`src/rtl/authmsg_pkg.sv`:
```
package authmsg_pkg;

  typedef enum logic [1:0] {
    BV_IDLE   = 2'd0,
    BV_ACCEPT = 2'd1,
    BV_REJECT = 2'd2
  } burn_verdict_e;

endpackage

```
`src/rtl/fuse_field_gate.sv`:
```
module fuse_field_gate #(
  parameter int W = 8
) (
  input  logic         force_ones,
  input  logic [W-1:0] raw,
  output logic [W-1:0] gated
);

  genvar b;
  generate
    for (b = 0; b < W; b++) begin : g_bit
      assign gated[b] = raw[b] | force_ones;
    end
  endgenerate

endmodule

```
`src/rtl/msg_pack.sv`:
```
module msg_pack #(
  parameter int MFR_ROM_W  = 16,
  parameter int MFR_FUSE_W = 8,
  parameter int SN_ROM_W   = 16,
  parameter int SN_FUSE_W  = 32,
  parameter int SECRET_W   = 64,
  localparam int MFR_W     = MFR_ROM_W + MFR_FUSE_W,
  localparam int SN_W      = SN_ROM_W + SN_FUSE_W
) (
  input  logic                  clk,
  input  logic                  rst,
  input  logic                  req,
  input  logic                  use_sn,
  input  logic [MFR_ROM_W-1:0]  rom_mfr,
  input  logic [SN_ROM_W-1:0]   rom_sn,
  input  logic [MFR_FUSE_W-1:0] g_mfr,
  input  logic [SN_FUSE_W-1:0]  g_sn,
  input  logic [SECRET_W-1:0]   g_secret,
  output logic                  valid,
  output logic [MFR_W-1:0]      mfr,
  output logic [SN_W-1:0]       sn,
  output logic [SECRET_W-1:0]   secret
);

  logic [SN_W-1:0] sn_next;

  always_comb begin
    if (use_sn) sn_next = {rom_sn, g_sn};
    else        sn_next = '0;
  end

  always_ff @(posedge clk) begin
    if (rst) begin
      valid  <= 1'b0;
      mfr    <= '0;
      sn     <= '0;
      secret <= '0;
    end else begin
      valid <= req;
      if (req) begin
        mfr    <= {rom_mfr, g_mfr};
        sn     <= sn_next;
        secret <= g_secret;
      end
    end
  end

endmodule

```
`src/rtl/burn_guard.sv`:
```
module burn_guard
  import authmsg_pkg::*;
#(
  parameter int SECRET_W = 64
) (
  input  logic                clk,
  input  logic                rst,
  input  logic                unburned,
  input  logic                req,
  input  logic [SECRET_W-1:0] secret_in,
  input  logic                enbit_in,
  output logic                wr,
  output logic                err,
  output logic [SECRET_W-1:0] secret_out,
  output logic                enbit_out
);

  burn_verdict_e verdict;

  always_comb begin
    if (!req)         verdict = BV_IDLE;
    else if (unburned) verdict = BV_ACCEPT;
    else              verdict = BV_REJECT;
  end

  always_ff @(posedge clk) begin
    if (rst) begin
      wr         <= 1'b0;
      err        <= 1'b0;
      secret_out <= '0;
      enbit_out  <= 1'b0;
    end else begin
      wr  <= (verdict == BV_ACCEPT);
      err <= (verdict == BV_REJECT);
      if (verdict == BV_ACCEPT) begin
        secret_out <= secret_in;
        enbit_out  <= enbit_in;
      end
    end
  end

endmodule

```
`src/rtl/authmsg_assembler.sv`:
```
module authmsg_assembler #(
  parameter int MFR_ROM_W  = 16,
  parameter int MFR_FUSE_W = 8,
  parameter int SN_ROM_W   = 16,
  parameter int SN_FUSE_W  = 32,
  parameter int SECRET_W   = 64,
  localparam int MFR_W     = MFR_ROM_W + MFR_FUSE_W,
  localparam int SN_W      = SN_ROM_W + SN_FUSE_W
) (
  input  logic                  clk,
  input  logic                  rst,
  input  logic [MFR_ROM_W-1:0]  rom_mfr_i,
  input  logic [SN_ROM_W-1:0]   rom_sn_i,
  input  logic [MFR_FUSE_W-1:0] fuse_mfr_i,
  input  logic [SN_FUSE_W-1:0]  fuse_sn_i,
  input  logic [SECRET_W-1:0]   fuse_secret_i,
  input  logic                  guard_unburned_i,
  input  logic                  mac_req_i,
  input  logic                  use_sn_i,
  output logic                  msg_valid_o,
  output logic [MFR_W-1:0]      msg_mfr_o,
  output logic [SN_W-1:0]       msg_sn_o,
  output logic [SECRET_W-1:0]   msg_secret_o,
  input  logic                  burn_req_i,
  input  logic [SECRET_W-1:0]   burn_secret_i,
  input  logic                  burn_enbit_i,
  output logic                  burn_wr_o,
  output logic                  burn_err_o,
  output logic [SECRET_W-1:0]   burn_secret_o,
  output logic                  burn_enbit_o
);

  logic [MFR_FUSE_W-1:0] g_mfr;
  logic [SN_FUSE_W-1:0]  g_sn;
  logic [SECRET_W-1:0]   g_secret;

  fuse_field_gate #(.W(MFR_FUSE_W)) u_gate_mfr (
    .force_ones(guard_unburned_i), .raw(fuse_mfr_i), .gated(g_mfr));
  fuse_field_gate #(.W(SN_FUSE_W)) u_gate_sn (
    .force_ones(guard_unburned_i), .raw(fuse_sn_i), .gated(g_sn));
  fuse_field_gate #(.W(SECRET_W)) u_gate_secret (
    .force_ones(guard_unburned_i), .raw(fuse_secret_i), .gated(g_secret));

  msg_pack #(
    .MFR_ROM_W(MFR_ROM_W), .MFR_FUSE_W(MFR_FUSE_W),
    .SN_ROM_W(SN_ROM_W), .SN_FUSE_W(SN_FUSE_W), .SECRET_W(SECRET_W)
  ) u_pack (
    .clk(clk), .rst(rst), .req(mac_req_i), .use_sn(use_sn_i),
    .rom_mfr(rom_mfr_i), .rom_sn(rom_sn_i),
    .g_mfr(g_mfr), .g_sn(g_sn), .g_secret(g_secret),
    .valid(msg_valid_o), .mfr(msg_mfr_o), .sn(msg_sn_o), .secret(msg_secret_o)
  );

  burn_guard #(.SECRET_W(SECRET_W)) u_guard (
    .clk(clk), .rst(rst), .unburned(guard_unburned_i), .req(burn_req_i),
    .secret_in(burn_secret_i), .enbit_in(burn_enbit_i),
    .wr(burn_wr_o), .err(burn_err_o),
    .secret_out(burn_secret_o), .enbit_out(burn_enbit_o)
  );

endmodule

```
`config.mk`:
```
export PLATFORM = sky130hd
export DESIGN_NAME = authmsg_assembler
export DESIGN_NICKNAME = d
export VERILOG_FILES = /design/src/rtl/authmsg_pkg.sv /design/src/rtl/fuse_field_gate.sv /design/src/rtl/msg_pack.sv /design/src/rtl/burn_guard.sv /design/src/rtl/authmsg_assembler.sv
export SDC_FILE = /design/constraint.sdc
export NUM_CORES = 1
export LEC_CHECK = 0
export BUFFER_PORTS_ARGS = -buffer_cell sky130_fd_sc_hd__clkbuf_2
export CELL_PAD_IN_SITES_DETAIL_PLACEMENT = 1
export CELL_PAD_IN_SITES_GLOBAL_PLACEMENT = 2
export CORE_MARGIN = 2
export CORE_UTILIZATION = 28
export DETAILED_ROUTE_END_ITERATION = 12
export HOLD_SLACK_MARGIN = 0.05
export PLACE_DENSITY = 0.82
export SYNTH_ARGS = -nofsm -noshare
export SYNTH_HDL_FRONTEND = slang
export SYNTH_HIERARCHICAL = 1
export SYNTH_SLANG_ARGS = --single-unit
export TNS_END_PERCENT = 1
```
`constraint.sdc`:
```
create_clock -name clk -period 1.9 [get_ports clk]
set_clock_uncertainty 0.15 [all_clocks]
set_input_delay 0.095 -clock clk [delete_from_list [all_inputs] [get_ports clk]]
set_output_delay 0.095 -clock clk [all_outputs]
set_load 0.05 [all_outputs]
```
==> run_results.csv, run 1 <==
group,metric,value,unit
outcome,outcome,"stopped before the end",
outcome,stop_stage,"clock tree synthesis (4_1_cts)",
outcome,error,"[ERROR RSZ-0060] Max buffer count reached.",
logic_synthesis,synth_nets,1121,
logic_synthesis,synth-seq-cells,204,
logic_synthesis,synth.avg_cell_area,9.535,um^2
place,dp_hpwl,20710,um
clock_tree,cts-root-buf,"clkbuf_16",
clock_tree,holdBufCountCts,343,
die,io-pin-count,411,
logic_synthesis,synthArstFlopShare,0,%
logic_synthesis,synth_edf_count,0,
place,gp_congestion,0.7666,
logic_synthesis,yosysSeqAreaShare,46.86,%
die,die_w,180.4,um
logic_synthesis,synth_cells,914,
clock_tree,postCtsSetupBuffers,0,
die,dieHeight,180.4,um
clock_tree,clock-sinks,204,
die,start_util,28.49,%
logic_synthesis,synth_flop_cell,"dfxtp_1",
logic_synthesis,synth_cell_types,19,
clock_tree,cts_buffer_depth,3,
logic_synthesis,syn_area,8715,um^2
clock_tree,cts_resized,0,
die,core.rowCount,64,
place,io_buffers,410,
clock_tree,cts_made_buffers,25,
clock_tree,htree_levels,1,
logic_synthesis,yosys_warnings,6,
## Yosys cell counts (4+ instances only)
cell type | instances | area share, %
or2_1 | 104 | 7.5
buf_6 | 20 | 2.6
clkbuf_1 | 17 | 0.73
nor2_1 | 89 | 3.8
buf_8 | 7 | 1.2
dfxtp_1 | 204 | 47
nand2b_1 | 48 | 3.4
a21bo_2 | 52 | 6.0
a21oi_2 | 13 | 1.3
mux2i_1 | 88 | 10
nand3_1 | 113 | 6.5
buf_1 | 4 | 0.17
buf_2 | 34 | 2.0
buf_4 | 5 | 0.43
a21bo_1 | 13 | 1.5
a21oi_1 | 100 | 5.7
## cell families after synthesis
logic type,share of synthesized area [%]
flip-flops,46.86
AO/OA/AOI/OAI,14.52
buffers and inverters,7.078
multiplexers,10.11
AND/OR/NAND/NOR,21.44
## stage by stage
step	area [um^2]	instances	hold slack [ps]	worst slack (ps)	util (%)
after floorplan	8715	914	92.20	695.8	-
after global placement	11110	1669	177.5	564.1	36.33
after detailed placement	11110	1669	189.0	534.6	36.33
==> run 2, diff against run 1 <==
--- a/config.mk
+++ b/config.mk
@@ -6,13 +6,10 @@
 export NUM_CORES = 1
 export LEC_CHECK = 0
 export BUFFER_PORTS_ARGS = -buffer_cell sky130_fd_sc_hd__clkbuf_2
-export CELL_PAD_IN_SITES_DETAIL_PLACEMENT = 1
-export CELL_PAD_IN_SITES_GLOBAL_PLACEMENT = 2
-export CORE_MARGIN = 2
-export CORE_UTILIZATION = 28
+export CORE_AREA = 2 2 160 162
 export DETAILED_ROUTE_END_ITERATION = 12
-export HOLD_SLACK_MARGIN = 0.05
-export PLACE_DENSITY = 0.82
+export DIE_AREA = 0 0 162 164
+export PLACE_DENSITY_LB_ADDON = 0.15
 export SYNTH_ARGS = -nofsm -noshare
 export SYNTH_HDL_FRONTEND = slang
 export SYNTH_HIERARCHICAL = 1
==> run 2 against run 1 <==
Against the previous run:
- the flow now finishes, with violations (negative setup slack)
- synthesized area unchanged
- synthesized cell count is the same
==> run_results.csv, run 2 <==
group,metric,value,unit
logic_synthesis,yosysSeqAreaShare,46.86,%
clock_tree,clk_pin_slew,60,ps
finish,drive_above_1_share,33.11,%
critical_path,crit_fanout,1,
timing,drv_slew,0,
finish,ff_latch_area,4084,um^2
logic_synthesis,synth_edf_count,0,
detailed_routing,vias_per_cell,4.661,
critical_path,r2r_start,"u_guard/secret_out[44]$_SDFFE_PP0N_",
clock_tree,cts_made_buffers,24,
timing,fin_tns_setup,-71.86,ps
clock_tree,clock-sinks,204,
logic_synthesis,synth_xor_area_share,0,%
logic_synthesis,syn_area,8715,um^2
critical_path,critPathTopFamily,"buffers and inverters",
timing,timing.final.ws_setup,-71.86,ps
finish,fin_nets,1821,
logic_synthesis,yosys.area.top_type,"dfxtp_1",
run,maxCapViolations,0,
logic_synthesis,yosys-top-cells-area,"dfxtp_1 (47%), mux2i_1 (10%), or2_1 (7.5%)",
critical_path,slowest_delay,590,ps
timing,rsz0062_at_grt,"yes",
timing,setup_viol,1,
timing,post-route-min-period,1972,ps
detailed_routing,wl,30040,um
timing,worst_hold_slack,16.58,ps
logic_synthesis,synth_cell_types,19,
critical_path,cp_slowest_cell,"dlygate4sd3_1",
die,core,24820,um^2
timing,fin_crit_sh,103.8,%
place,dp_hpwl,18080,um
logic_synthesis,synth-seq-cells,204,
power_and_ir_drop,leakage,0.006874,uW
critical_path,cp_num_buf_inv,4,
global_routing,grt_pass1_wl,46360,um
place,gp_congestion,0.7796,
place,io_buffers,410,
logic_synthesis,synth_compound_area_share,14.52,%
min_path,hp-start,"mac_req_i",
die,start_util,35.11,%
clock_tree,cts_buffer_depth,3,
finish,final_common_cell,"clkbuf_2",
logic_synthesis,synth.avg_cell_area,9.535,um^2
clock_tree,postCtsSetupBuffers,0,
detailed_routing,wl_per_cell,15.31,um
timing,worst_slew_pin_slew,564.5,ps
die,io-pin-count,411,
critical_path,cp_common_cell,"dlygate4sd3_1",
finish,num-fill-cells,2119,
critical_path,path_class,"primary input to flip-flop",
clock_tree,clkLatencyLatePin,500,ps
power_and_ir_drop,powerDensity,805.4,nW/um^2
critical_path,critPathCaptureType,"flip-flop",
global_routing,grt_max_degree,87,
finish,final_util,60.60,%
finish,area_growth,72.59,%
global_routing,grt_overflow,0,
logic_synthesis,synth.most_common_cell,"dfxtp_1",
logic_synthesis,synth_common_cells,"dfxtp_1 (204), nand3_1 (113), or2_1 (104)",
clock_tree,htree_levels,1,
clock_tree,cts-root-buf,"clkbuf_16",
global_routing,antenna_found_initial,1,
logic_synthesis,synth_cells,914,
min_path,hold_class,"primary input to flip-flop",
die,dieHeight,164,um
critical_path,crit_start,"rom_sn_i[4]",
global_routing,first_global_vias,9064,
detailed_routing,drc,0,
logic_synthesis,yosys_warnings,6,
global_routing,grt.met1_usage,25.05,%
global_routing,met3_usage,5.732,%
die,dieArea,26570,um^2
logic_synthesis,synth.area.mux_share,10.11,%
logic_synthesis,yosys.area_share.simple,21.44,%
timing,max_freq,507.1,MHz
logic_synthesis,synthAdderAreaFrac,0,%
logic_synthesis,synth_nets,1121,
clock_tree,cts_tree,"built",
finish,top_regs,"u_guard/secret_out (64), u_pack/secret (64), u_pack/sn (48)",
detailed_routing,ant_nets,0,
critical_path,required,2190,ps
logic_synthesis,synth_flop_cell,"dfxtp_1",
finish,most-common-layout-cells,"clkbuf_2 (406), dlygate4sd3_1 (318), dfxtp_1 (204)",
finish,multiInputGateArea,4019,um^2
timing,finalHoldViolCount,0,
logic_synthesis,synth_top_family_by_area,"simple AND/OR/NAND/NOR gates",
critical_path,startpoint_type,"primary input",
outcome,violations,"negative setup slack",
timing,slew_headroom,62.24,%
critical_path,arrival,2260,ps
die,core.rowCount,58,
outcome,outcome,"complete, but fails checks",
detailed_routing,route.vias.total,9144,
die,die_w,162,um
logic_synthesis,synthArstFlopShare,0,%
global_routing,gr-usage-all-layers,21.32,%
detailed_routing,drt_iter0_drc,528,
global_routing,busiest_layer,"met2",
power_and_ir_drop,vdd_drop_max,536.5,uV
critical_path,crit_chain,"dlygate4sd3_1 > clkbuf_2 > nand3_1 > dlygate4sd3_1 > a21oi_1 > dlygate4sd3_1",
global_routing,grtUsageMet2,37.35,%
detailed_routing,dr.pass1.iters,5,
logic_synthesis,synth_top_area_share,46.86,%
[run 2: timing repair]
action / CTS / global route
hold buffers: 324 / 1
resized for setup: 0 / 11
setup endpoints to repair: 0 / 9
hold endpoints to repair: 202 / 1
[run 2: logic make-up (layout without fill, tap and decap cells)]
logic type      Yosys count  after routing
compound gates          178            178
buf+inv                  87            804
flops                   204            204
mux                      88             88
other cells               0              1
simple gates            357            357
[run 2: final timing paths]
path,slack (ps),to,cells after the start
setup / recovery,-70,u_pack/sn[36]$_SDFFE_PP0P_,6
hold / removal,20,u_pack/sn[23]$_SDFFE_PP0P_,4
setup reg to reg,430,u_guard/secret_out[44]$_SDFFE_PP0N_,3
hold reg to reg,320,u_pack/sn[15]$_SDFFE_PP0P_,2
[run 2: where the power goes]
part           total (uW)  internal [uW]  switching, uW
sequential           4660           4530            126
combinational        2790           1140           1640
clock                4670           2900           1770
total               12100           8570           3540
[run 2: cell type report]
class                   instances  area share, %
well taps                     330          2.745
clock inverters                 6         0.5324
repair buffers                761          37.98
flip-flops and latches        204          27.15
clock buffers                  37          4.858
diodes                          1        0.01664
multi-input cells             623          26.72
[run 2: metal layers]
metal | up-vias | part of all wire, %
met4 | 0 | 3.4
met1 | 4204 | 41
met3 | 75 | 8.1
met5 | - | 0
li1 | 4488 | -
met2 | 377 | 48
[run 2: worst register-to-register path: stages (launching register included)]
cell and delay, ps:
dfxtp_1 320, a21bo_2 220, a21oi_1 140, dlygate4sd3_1 580
[run 2: metrics by stage]
| step | total power [uW] | setup WS [ps] | cell area (um^2) | cells |
|---|---|---|---|---|
| after floorplan | 6331 | 695.8 | 8715 | 914 |
| after global placement | 6943 | 561.4 | 10950 | 1594 |
| after detailed placement | 6952 | 535.5 | 10950 | 1594 |
| after CTS | 12220 | 9.684 | 15000 | 1961 |
| after global routing | 12640 | -81.52 | 15040 | 1962 |
| final | 12110 | -71.86 | 15040 | 1962 |
No activity file was read; power rests on OpenSTA's default activity.
